File: config.mk
export PLATFORM = sky130hd
export DESIGN_NAME = ecam_window_dec
export DESIGN_NICKNAME = d
export VERILOG_FILES = /design/src/rtl/ecamw_pkg.sv /design/src/rtl/ecamw_cfg_regs.sv /design/src/rtl/ecamw_decode.sv /design/src/rtl/ecamw_hit.sv /design/src/rtl/ecam_window_dec.sv
export SDC_FILE = /design/constraint.sdc
export NUM_CORES = 1
export LEC_CHECK = 0
export BUFFER_PORTS_ARGS = -buffer_cell sky130_fd_sc_hd__buf_2
export CORE_AREA = 2 2 98 138
export DETAILED_ROUTE_END_ITERATION = 12
export DIE_AREA = 0 0 100 140
export PLACE_DENSITY = 0.86
export SLEW_MARGIN = 20
export SYNTH_ARGS = -nofsm -noshare
export SYNTH_HDL_FRONTEND = slang
export SYNTH_HIERARCHICAL = 1
export SYNTH_SLANG_ARGS = --single-unit
File: constraint.sdc
create_clock -name clk -period 4.3 [get_ports clk]
set_input_delay 0.86 -clock clk [delete_from_list [all_inputs] [get_ports clk]]
set_output_delay 0.86 -clock clk [all_outputs]
set_load 0.02 [all_outputs]
File: src/rtl/ecamw_pkg.sv
package ecamw_pkg;

  localparam int unsigned AW = 64;

  typedef enum logic [1:0] {
    CODE_256M = 2'b00,
    CODE_128M = 2'b01,
    CODE_64M  = 2'b10,
    CODE_RSVD = 2'b11
  } win_code_e;

  typedef struct packed {
    logic          en;
    logic [AW-1:0] base;
    logic [AW-1:0] len;
  } win_map_t;

  // Window length in bytes; the smallest window is 2**min_log2.
  function automatic logic [AW-1:0] code_len(win_code_e c, int unsigned min_log2);
    logic [AW-1:0] one;
    one = {{(AW-1){1'b0}}, 1'b1};
    case (c)
      CODE_256M: code_len = one << (min_log2 + 2);
      CODE_128M: code_len = one << (min_log2 + 1);
      CODE_64M:  code_len = one << min_log2;
      default:   code_len = '0;
    endcase
  endfunction

  // Base mask: bits from base_msb down to log2(window length).
  function automatic logic [AW-1:0] code_mask(win_code_e c, int unsigned min_log2,
                                              int unsigned base_msb);
    logic [AW-1:0] upper;
    logic [AW-1:0] one;
    one   = {{(AW-1){1'b0}}, 1'b1};
    upper = (one << (base_msb + 1)) - one;
    code_mask = upper & ~(code_len(c, min_log2) - one);
  endfunction

  function automatic win_map_t decode_reg(logic [AW-1:0] r, int unsigned min_log2,
                                          int unsigned base_msb);
    win_code_e c;
    win_map_t  m;
    c      = win_code_e'(r[2:1]);
    m.en   = r[0];
    m.len  = code_len(c, min_log2);
    m.base = r & code_mask(c, min_log2, base_msb);
    return m;
  endfunction

endpackage

File: src/rtl/ecamw_cfg_regs.sv
module ecamw_cfg_regs #(
  parameter int unsigned   CFG_AW    = 10,
  parameter int unsigned   REG_DW    = 'h018,
  parameter logic [63:0]   WR_MASK   = 64'h0000_000F_FC00_0007,
  parameter logic [63:0]   RESET_VAL = 64'h0000_0000_B000_0000
) (
  input  logic              clk,
  input  logic              rst_n,
  input  logic              wr_en,
  input  logic              rd_en,
  input  logic [CFG_AW-1:0] dw_addr,
  input  logic [3:0]        be,
  input  logic [31:0]       wdata,
  output logic [31:0]       rdata,
  output logic              upd,
  output logic [63:0]       reg_nxt
);

  localparam int unsigned NDW   = 2;
  localparam int unsigned NLANE = 4;

  logic [63:0]    reg_q;
  logic [63:0]    reg_merge;
  logic [NDW-1:0] dw_sel;
  logic [31:0]    rdata_d;
  logic [31:0]    rdata_q;

  for (genvar d = 0; d < NDW; d++) begin : g_dw
    assign dw_sel[d] = (dw_addr == CFG_AW'(REG_DW + d));
    for (genvar l = 0; l < NLANE; l++) begin : g_lane
      assign reg_merge[d*32 + l*8 +: 8] =
        (wr_en && dw_sel[d] && be[l]) ? wdata[l*8 +: 8] : reg_q[d*32 + l*8 +: 8];
    end
  end

  always_comb begin
    upd     = wr_en && (|dw_sel) && (|be);
    reg_nxt = reg_merge & WR_MASK;
    if (dw_sel[0])      rdata_d = reg_q[31:0];
    else if (dw_sel[1]) rdata_d = reg_q[63:32];
    else                rdata_d = '0;
  end

  always_ff @(posedge clk or negedge rst_n) begin
    if (!rst_n) begin
      reg_q   <= RESET_VAL & WR_MASK;
      rdata_q <= '0;
    end else begin
      if (upd)   reg_q   <= reg_nxt;
      if (rd_en) rdata_q <= rdata_d;
    end
  end

  assign rdata = rdata_q;

endmodule

File: src/rtl/ecamw_decode.sv
module ecamw_decode
  import ecamw_pkg::*;
#(
  parameter int unsigned MIN_LOG2  = 26,
  parameter int unsigned BASE_MSB  = 35,
  parameter logic [63:0] RESET_VAL = 64'h0000_0000_B000_0000
) (
  input  logic          clk,
  input  logic          rst_n,
  input  logic          upd,
  input  logic [63:0]   reg_nxt,
  output logic          en,
  output logic [AW-1:0] base,
  output logic [AW-1:0] len,
  output logic          err
);

  localparam win_map_t RST_MAP = decode_reg(RESET_VAL, MIN_LOG2, BASE_MSB);

  win_map_t map_q, map_d;
  logic     map_ce;
  logic     err_d, err_q;
  logic     rsvd;

  always_comb begin
    rsvd   = (win_code_e'(reg_nxt[2:1]) == CODE_RSVD);
    map_d  = decode_reg(reg_nxt, MIN_LOG2, BASE_MSB);
    map_ce = upd && !rsvd;
    err_d  = upd && rsvd;
  end

  always_ff @(posedge clk or negedge rst_n) begin
    if (!rst_n) begin
      map_q <= RST_MAP;
      err_q <= 1'b0;
    end else begin
      if (map_ce) map_q <= map_d;
      err_q <= err_d;
    end
  end

  assign en   = map_q.en;
  assign base = map_q.base;
  assign len  = map_q.len;
  assign err  = err_q;

endmodule

File: src/rtl/ecamw_hit.sv
module ecamw_hit
  import ecamw_pkg::*;
(
  input  logic [AW-1:0] addr,
  input  logic          en,
  input  logic [AW-1:0] base,
  input  logic [AW-1:0] len,
  output logic          hit
);

  logic [AW-1:0] amask;

  always_comb begin
    amask = ~(len - {{(AW-1){1'b0}}, 1'b1});
    hit   = en && ((addr & amask) == base);
  end

endmodule

File: src/rtl/ecam_window_dec.sv
module ecam_window_dec
  import ecamw_pkg::*;
#(
  parameter int unsigned CFG_AW    = 10,
  parameter int unsigned REG_DW    = 'h018,
  parameter int unsigned MIN_LOG2  = 26,
  parameter int unsigned BASE_MSB  = 35,
  parameter logic [63:0] RESET_VAL = 64'h0000_0000_B000_0000
) (
  input  logic              clk,
  input  logic              rst_n,
  input  logic              cfg_wr_en,
  input  logic              cfg_rd_en,
  input  logic [CFG_AW-1:0] cfg_dw_addr,
  input  logic [3:0]        cfg_be,
  input  logic [31:0]       cfg_wdata,
  output logic [31:0]       cfg_rdata,
  output logic              win_en,
  output logic [63:0]       win_base,
  output logic [63:0]       win_len,
  output logic              win_len_err,
  input  logic [63:0]       req_addr,
  output logic              req_hit
);

  localparam logic [63:0] ONE      = 64'd1;
  localparam logic [63:0] BASE_FLD = ((ONE << (BASE_MSB + 1)) - ONE) & ~((ONE << MIN_LOG2) - ONE);
  localparam logic [63:0] WR_MASK  = BASE_FLD | 64'h7;

  logic        upd;
  logic [63:0] reg_nxt;

  ecamw_cfg_regs #(
    .CFG_AW    (CFG_AW),
    .REG_DW    (REG_DW),
    .WR_MASK   (WR_MASK),
    .RESET_VAL (RESET_VAL)
  ) u_regs (
    .clk     (clk),
    .rst_n   (rst_n),
    .wr_en   (cfg_wr_en),
    .rd_en   (cfg_rd_en),
    .dw_addr (cfg_dw_addr),
    .be      (cfg_be),
    .wdata   (cfg_wdata),
    .rdata   (cfg_rdata),
    .upd     (upd),
    .reg_nxt (reg_nxt)
  );

  ecamw_decode #(
    .MIN_LOG2  (MIN_LOG2),
    .BASE_MSB  (BASE_MSB),
    .RESET_VAL (RESET_VAL)
  ) u_dec (
    .clk     (clk),
    .rst_n   (rst_n),
    .upd     (upd),
    .reg_nxt (reg_nxt),
    .en      (win_en),
    .base    (win_base),
    .len     (win_len),
    .err     (win_len_err)
  );

  ecamw_hit u_hit (
    .addr (req_addr),
    .en   (win_en),
    .base (win_base),
    .len  (win_len),
    .hit  (req_hit)
  );

endmodule

Word level (Yosys, flattened, before mapping)

Cells that the tools add are included.

Memories: 0
Latch bits: 0
Memory bits (writable): 0
Register bits: 175
ROM bits: 0

Muxes and demuxes: 6
Shift-type cells: 0
Bitwise gates (word level): 4
Order comparisons: 0
Div/mod/pow operators: 0
$mul: 0
Add/sub/neg operators: 2
Eq/ne operators: 6
Reduce and logical (&&, ||, !) cells: 14

Operators with widths:

| operator                | count |
|---|---|
| $pmux W29 S3            | 1 |
| $and A64 B64 Y64        | 1 |
| $eq A64 B64 Y1          | 1 |
| $not A64 Y64            | 1 |
| $sub A64 B1 Y64 const B | 1 |
| $and A36 B36 Y36        | 1 |
| $not A36 Y36            | 1 |
| $mux W32                | 1 |
| $sub A29 B1 Y30 const B | 1 |
| $eq A10 B5 Y1 const B   | 2 |
| $logic_and A1 B1 Y1     | 10 |
| $mux W4                 | 2 |
| $mux W8                 | 1 |
| $eq A2 B2 Y1 const B    | 2 |
| $reduce_or A4 Y1        | 1 |
| $mux W3                 | 1 |
| $eq A2 B1 Y1 const B    | 1 |
| $logic_not A2 Y1        | 1 |
| $reduce_or A2 Y1        | 1 |
| $logic_not A1 Y1        | 1 |

Longest topological paths before layout

Word-level depth: 9
Mapped depth: 13
Gate-level depth less buffers: 11

Cells and area by module

Netlist, hierarchy kept.

Modules (own cells, without submodules):

| module         | instances | area an instance (um2) | seq. area each (um2) | cells an instance |
|---|---|---|---|---|
| ecamw_hit      | 1         | 2845.2                 | 0.0                  | 429 |
| ecamw_cfg_regs | 1         | 1776.7                 | 579.3                | 173 |
| ecamw_decode   | 1         | 1557.7                 | 380.4                | 159 |

Worst setup path after synthesis

OpenSTA, ideal clock, no wires.

Kind: flip-flop to output port
From: register u_dec.map_q (netlist bit u_dec/len[27])
To: output req_hit
Slack: -0.112 ns
Stages on the path, launching flop included: 10
Arrival: 3.552 ns
Buffers on the path: 0
Path through: dfrtp_1 or4_4 or4_1 or4_1 nand3_1 xnor2_1 a21oi_1 or4b_1 or3_1 nor4_2

Word-level cells in the longest chain between the ends: 5

RTL lines:

| item                   | RTL line              | RTL |
|---|---|---|
| from (decl)            | ecamw_decode.sv:20    | `win_map_t map_q, map_d;` |
| from (signal assigned) | ecamw_decode.sv:37    | `if (map_ce) map_q <= map_d;` |
| $sub A64 B1 Y64        | ecamw_hit.sv:14       | `amask = ~(len - {{(AW-1){1'b0}}, 1'b1});` |
| $not A64 Y64           | ecamw_hit.sv:14       |  |
| $and A64 B64 Y64       | ecamw_hit.sv:15       | `hit = en && ((addr & amask) == base);` |
| $eq A64 B64 Y1         | ecamw_hit.sv:15       |  |
| $logic_and A1 B1 Y1    | ecamw_hit.sv:15       |  |
| to (decl)              | ecam_window_dec.sv:23 | `output logic req_hit` |

No other way between the ends.

Final worst setup path

From: register u_dec.map_q (netlist bit u_dec/len[28])
To: output req_hit

The elaborated chain is that of the path after synthesis.

==> key figures <==
Routing
  • Number of remaining DRC errors: 0
  • Drt initial violations: 214
  • First-pass DRT Iterations: 5
  • Via count: 5500
  • Final ANT Viol Nets: 0
  • DR WL/cell: 18.4 µm
  • Post-Route WL: 18.4 mm
  • Drt via density: roughly 5.5

Power and ir drop
  • Internal power: 825 µW
  • VDD IR max: 209 µV
  • Pwr dens: 191 mW/mm²
  • Seq pwr share: 0.290
  • Net Sw Frac: 0.341
  • Clock share of power: 0.390
  • Power Total: roughly 1.3 mW
  • Switch Pwr: around 430 µW
  • Logic gate share of total power: 0.320
  • Pleak: 3.30 nW

Finish
  • Nets: slightly below 1000
  • Register Area: around 960 µm²
  • FILL cells: around 1200
  • Core Util, Final: 0.514
  • Share of cells above drive strength 1: 0.302
  • Multi-input gate area: 0.00428 mm²
  • Area growth, synth to finish: 13.0%

Timing
  • Worst Tran Pin Value: 848 ps
  • Max-Slew Margin vs Limit: 0.434
  • Fin. max-slew vios: 0
  • Final min period: 4580 ps
  • Fin crit share: 1.07
  • RSZ-0062 raised after global routing: true
  • FMAX: 218 MHz
  • Finish-stage setup viols: 1
  • Worst hold margin: roughly 520 ps
  • Fin. Hold Viols: 0
  • Clk_skew: roughly 4.5 ps
  • Sum of negative setup slack: -282 ps
  • Setup WS post-layout: -282 ps

Clocking
  • Num CTS Buffers: 5
  • Cts hold-fix bufs: 0
  • H-tree levels: 2
  • Clock Latency Late Sink: 280 ps
  • Number of clock sinks: 38
  • Clock tree buffer depth: 2
  • Clock Tree Root: clkbuf_16
  • CTS tree: built
  • Clk slew on worst S/H paths: roughly 60 ps

Placed design
  • Setup WS pre-CTS: -80.8 ps
  • # port buffers: between 100 and 150
  • GPL Wtd Cong: 0.933
  • Hpwl dp: 15.4 mm

Floorplan
  • I/O pins: approximately 280
  • Core footprint: 0.0128 mm²
  • Die W: 100 µm
  • DIE AREA: 0.0140 mm²
  • Die Y: 140 µm
  • Starting Density: 0.455
  • Placement row count: 49

Global route
  • Largest net degree at the start of global routing: 39
  • GRT overflow: 0
  • Vias in the first global route: 5362
  • Global-route wire length before repair: 27.6 mm
  • Initial antenna violation count: 1
  • Gr usage total: 0.252

Worst setup path
  • Required @ worst endpoint: 3440 ps
  • CP Class: flip-flop to primary output
  • Crit path capture type: primary output
  • CP arrival: 3720 ps
  • Critical Path Max Stage Delay: around 520 ps
  • Worst-path fanout max: 5
  • CP most frequent cell: or4_4
  • WP buf/inv: 1
  • Slowest cell on crit path: or4_4
  • Critical Path Source Type: flip-flop
  • Delay-heaviest family, CP: simple AND/OR/NAND/NOR gates
  • CP Cell Sequence: or4_4, or4_4, or4_4, nand3_4, xnor2_2, a21oi_1, or4b_4, or3_4, nor4_4, buf_4

Logic synthesis
  • Avg Cell Area, Syn: 8.16 µm²
  • Post-Syn Instances: 710
  • Synthesized area: 0.00580 mm²
  • Total number of yosys warnings: 6

Run status
  • Failing checks: setup timing
  • Status: finished with violations

Run
  • Number of max-cap violations: 0

Min path
  • HP Class: flip-flop to flip-flop
## worst register-to-register path, delay by kind of cell (launching register included)
family	cells	cell delay, ps
mux	2	650
flops	1	400
fa+ha+maj	1	230
simple gates	1	270
## area by class of cell
cell class | instances | share of cell area
clock inverters | 2 | 0.00917
flip-flops and latches | 38 | 0.147
diodes | 2 | 0.000764
well taps | 153 | 0.0292
repair buffers | 147 | 0.125
clock buffers | 6 | 0.0212
multi-input cells | 627 | 0.653
inverters | 27 | 0.0155
## stage by stage
step	area (µm²)	std cells
after floorplan	6320	845
after global placement	6150	987
after detailed placement	6150	987
after CTS	6440	998
after global routing	6550	1001
final	6550	1002
## cell usage in the layout (no fill, tap or decap), types with 7 or more instances in the layout
master	count
conb_1	137
buf_2	116
nand2_1	54
xnor2_1	33
dfrtp_1	31
buf_4	30
mux2_2	28
inv_1	27
nor4_1	26
nor2_1	24
nor3_1	24
nand4_1	21
or3_1	21
nand3_1	21
o21ai_0	20
xor2_1	20
mux2_4	14
or4_1	13
mux2i_1	11
nand2b_1	11
a21oi_1	10
and3_1	10
dfstp_2	7
nor4_4	7
a31oi_1	7
o32ai_1	7
## routing by layer
layer	up-vias	routed length [µm]	track usage
met5	-	0	0
met4	0	1100	0.145
met3	64	1560	0.0519
met2	272	9640	0.473
met1	2542	6150	0.251
li1	2622	-	-
## power by group through the flow
| stage | sequential, mW | clock, mW | combinational (mW) |
|---|---|---|---|
| CTS | 0.364 | 0.492 | 0.352 |
| finish | 0.364 | 0.488 | 0.400 |
| global route | 0.364 | 0.512 | 0.436 |
| global placement | 0.369 | 0 | 0.343 |
| floorplan | 0.371 | 0 | 0.368 |
| detailed placement | 0.370 | 0 | 0.347 |
## sequential cells by signal (all words and copies together) (netlist names)
signal        cells
u_dec/base       10
u_dec/en          1
u_dec/err         1
u_dec/len         3
u_regs/rdata     10
u_regs/reg_q     13
## what timing repair did
item                                    CTS  global route
pin swaps                                 4            16
endpoints found under the setup margin    1             1
endpoints found under the hold margin     0             0
setup buffers                             3             2
gates resized for setup                  13            14
## path summary, 6_finish.rpt
check,startpoint,to,slack [ps],cells past startpoint
min reg2reg,u_regs/rdata[31]$_DFFE_PN0P_,u_regs/rdata[31]$_DFFE_PN0P_,520,2
max reg2reg,u_regs/reg_q[1]$_DFFE_PN0P_,u_dec/en$_DFFE_PN0P_,2630,4
min,u_regs/rdata[31]$_DFFE_PN0P_,u_regs/rdata[31]$_DFFE_PN0P_,520,2
max in group asynchronous,rst_n,u_dec/base[27]$_DFFE_PN0P_,3070,1
max,u_dec/len[28]$_DFFE_PN1P_,req_hit,-280,10
min in group asynchronous,rst_n,u_regs/rdata[29]$_DFFE_PN0P_,680,1
Power figures use the tool's default switching activity.
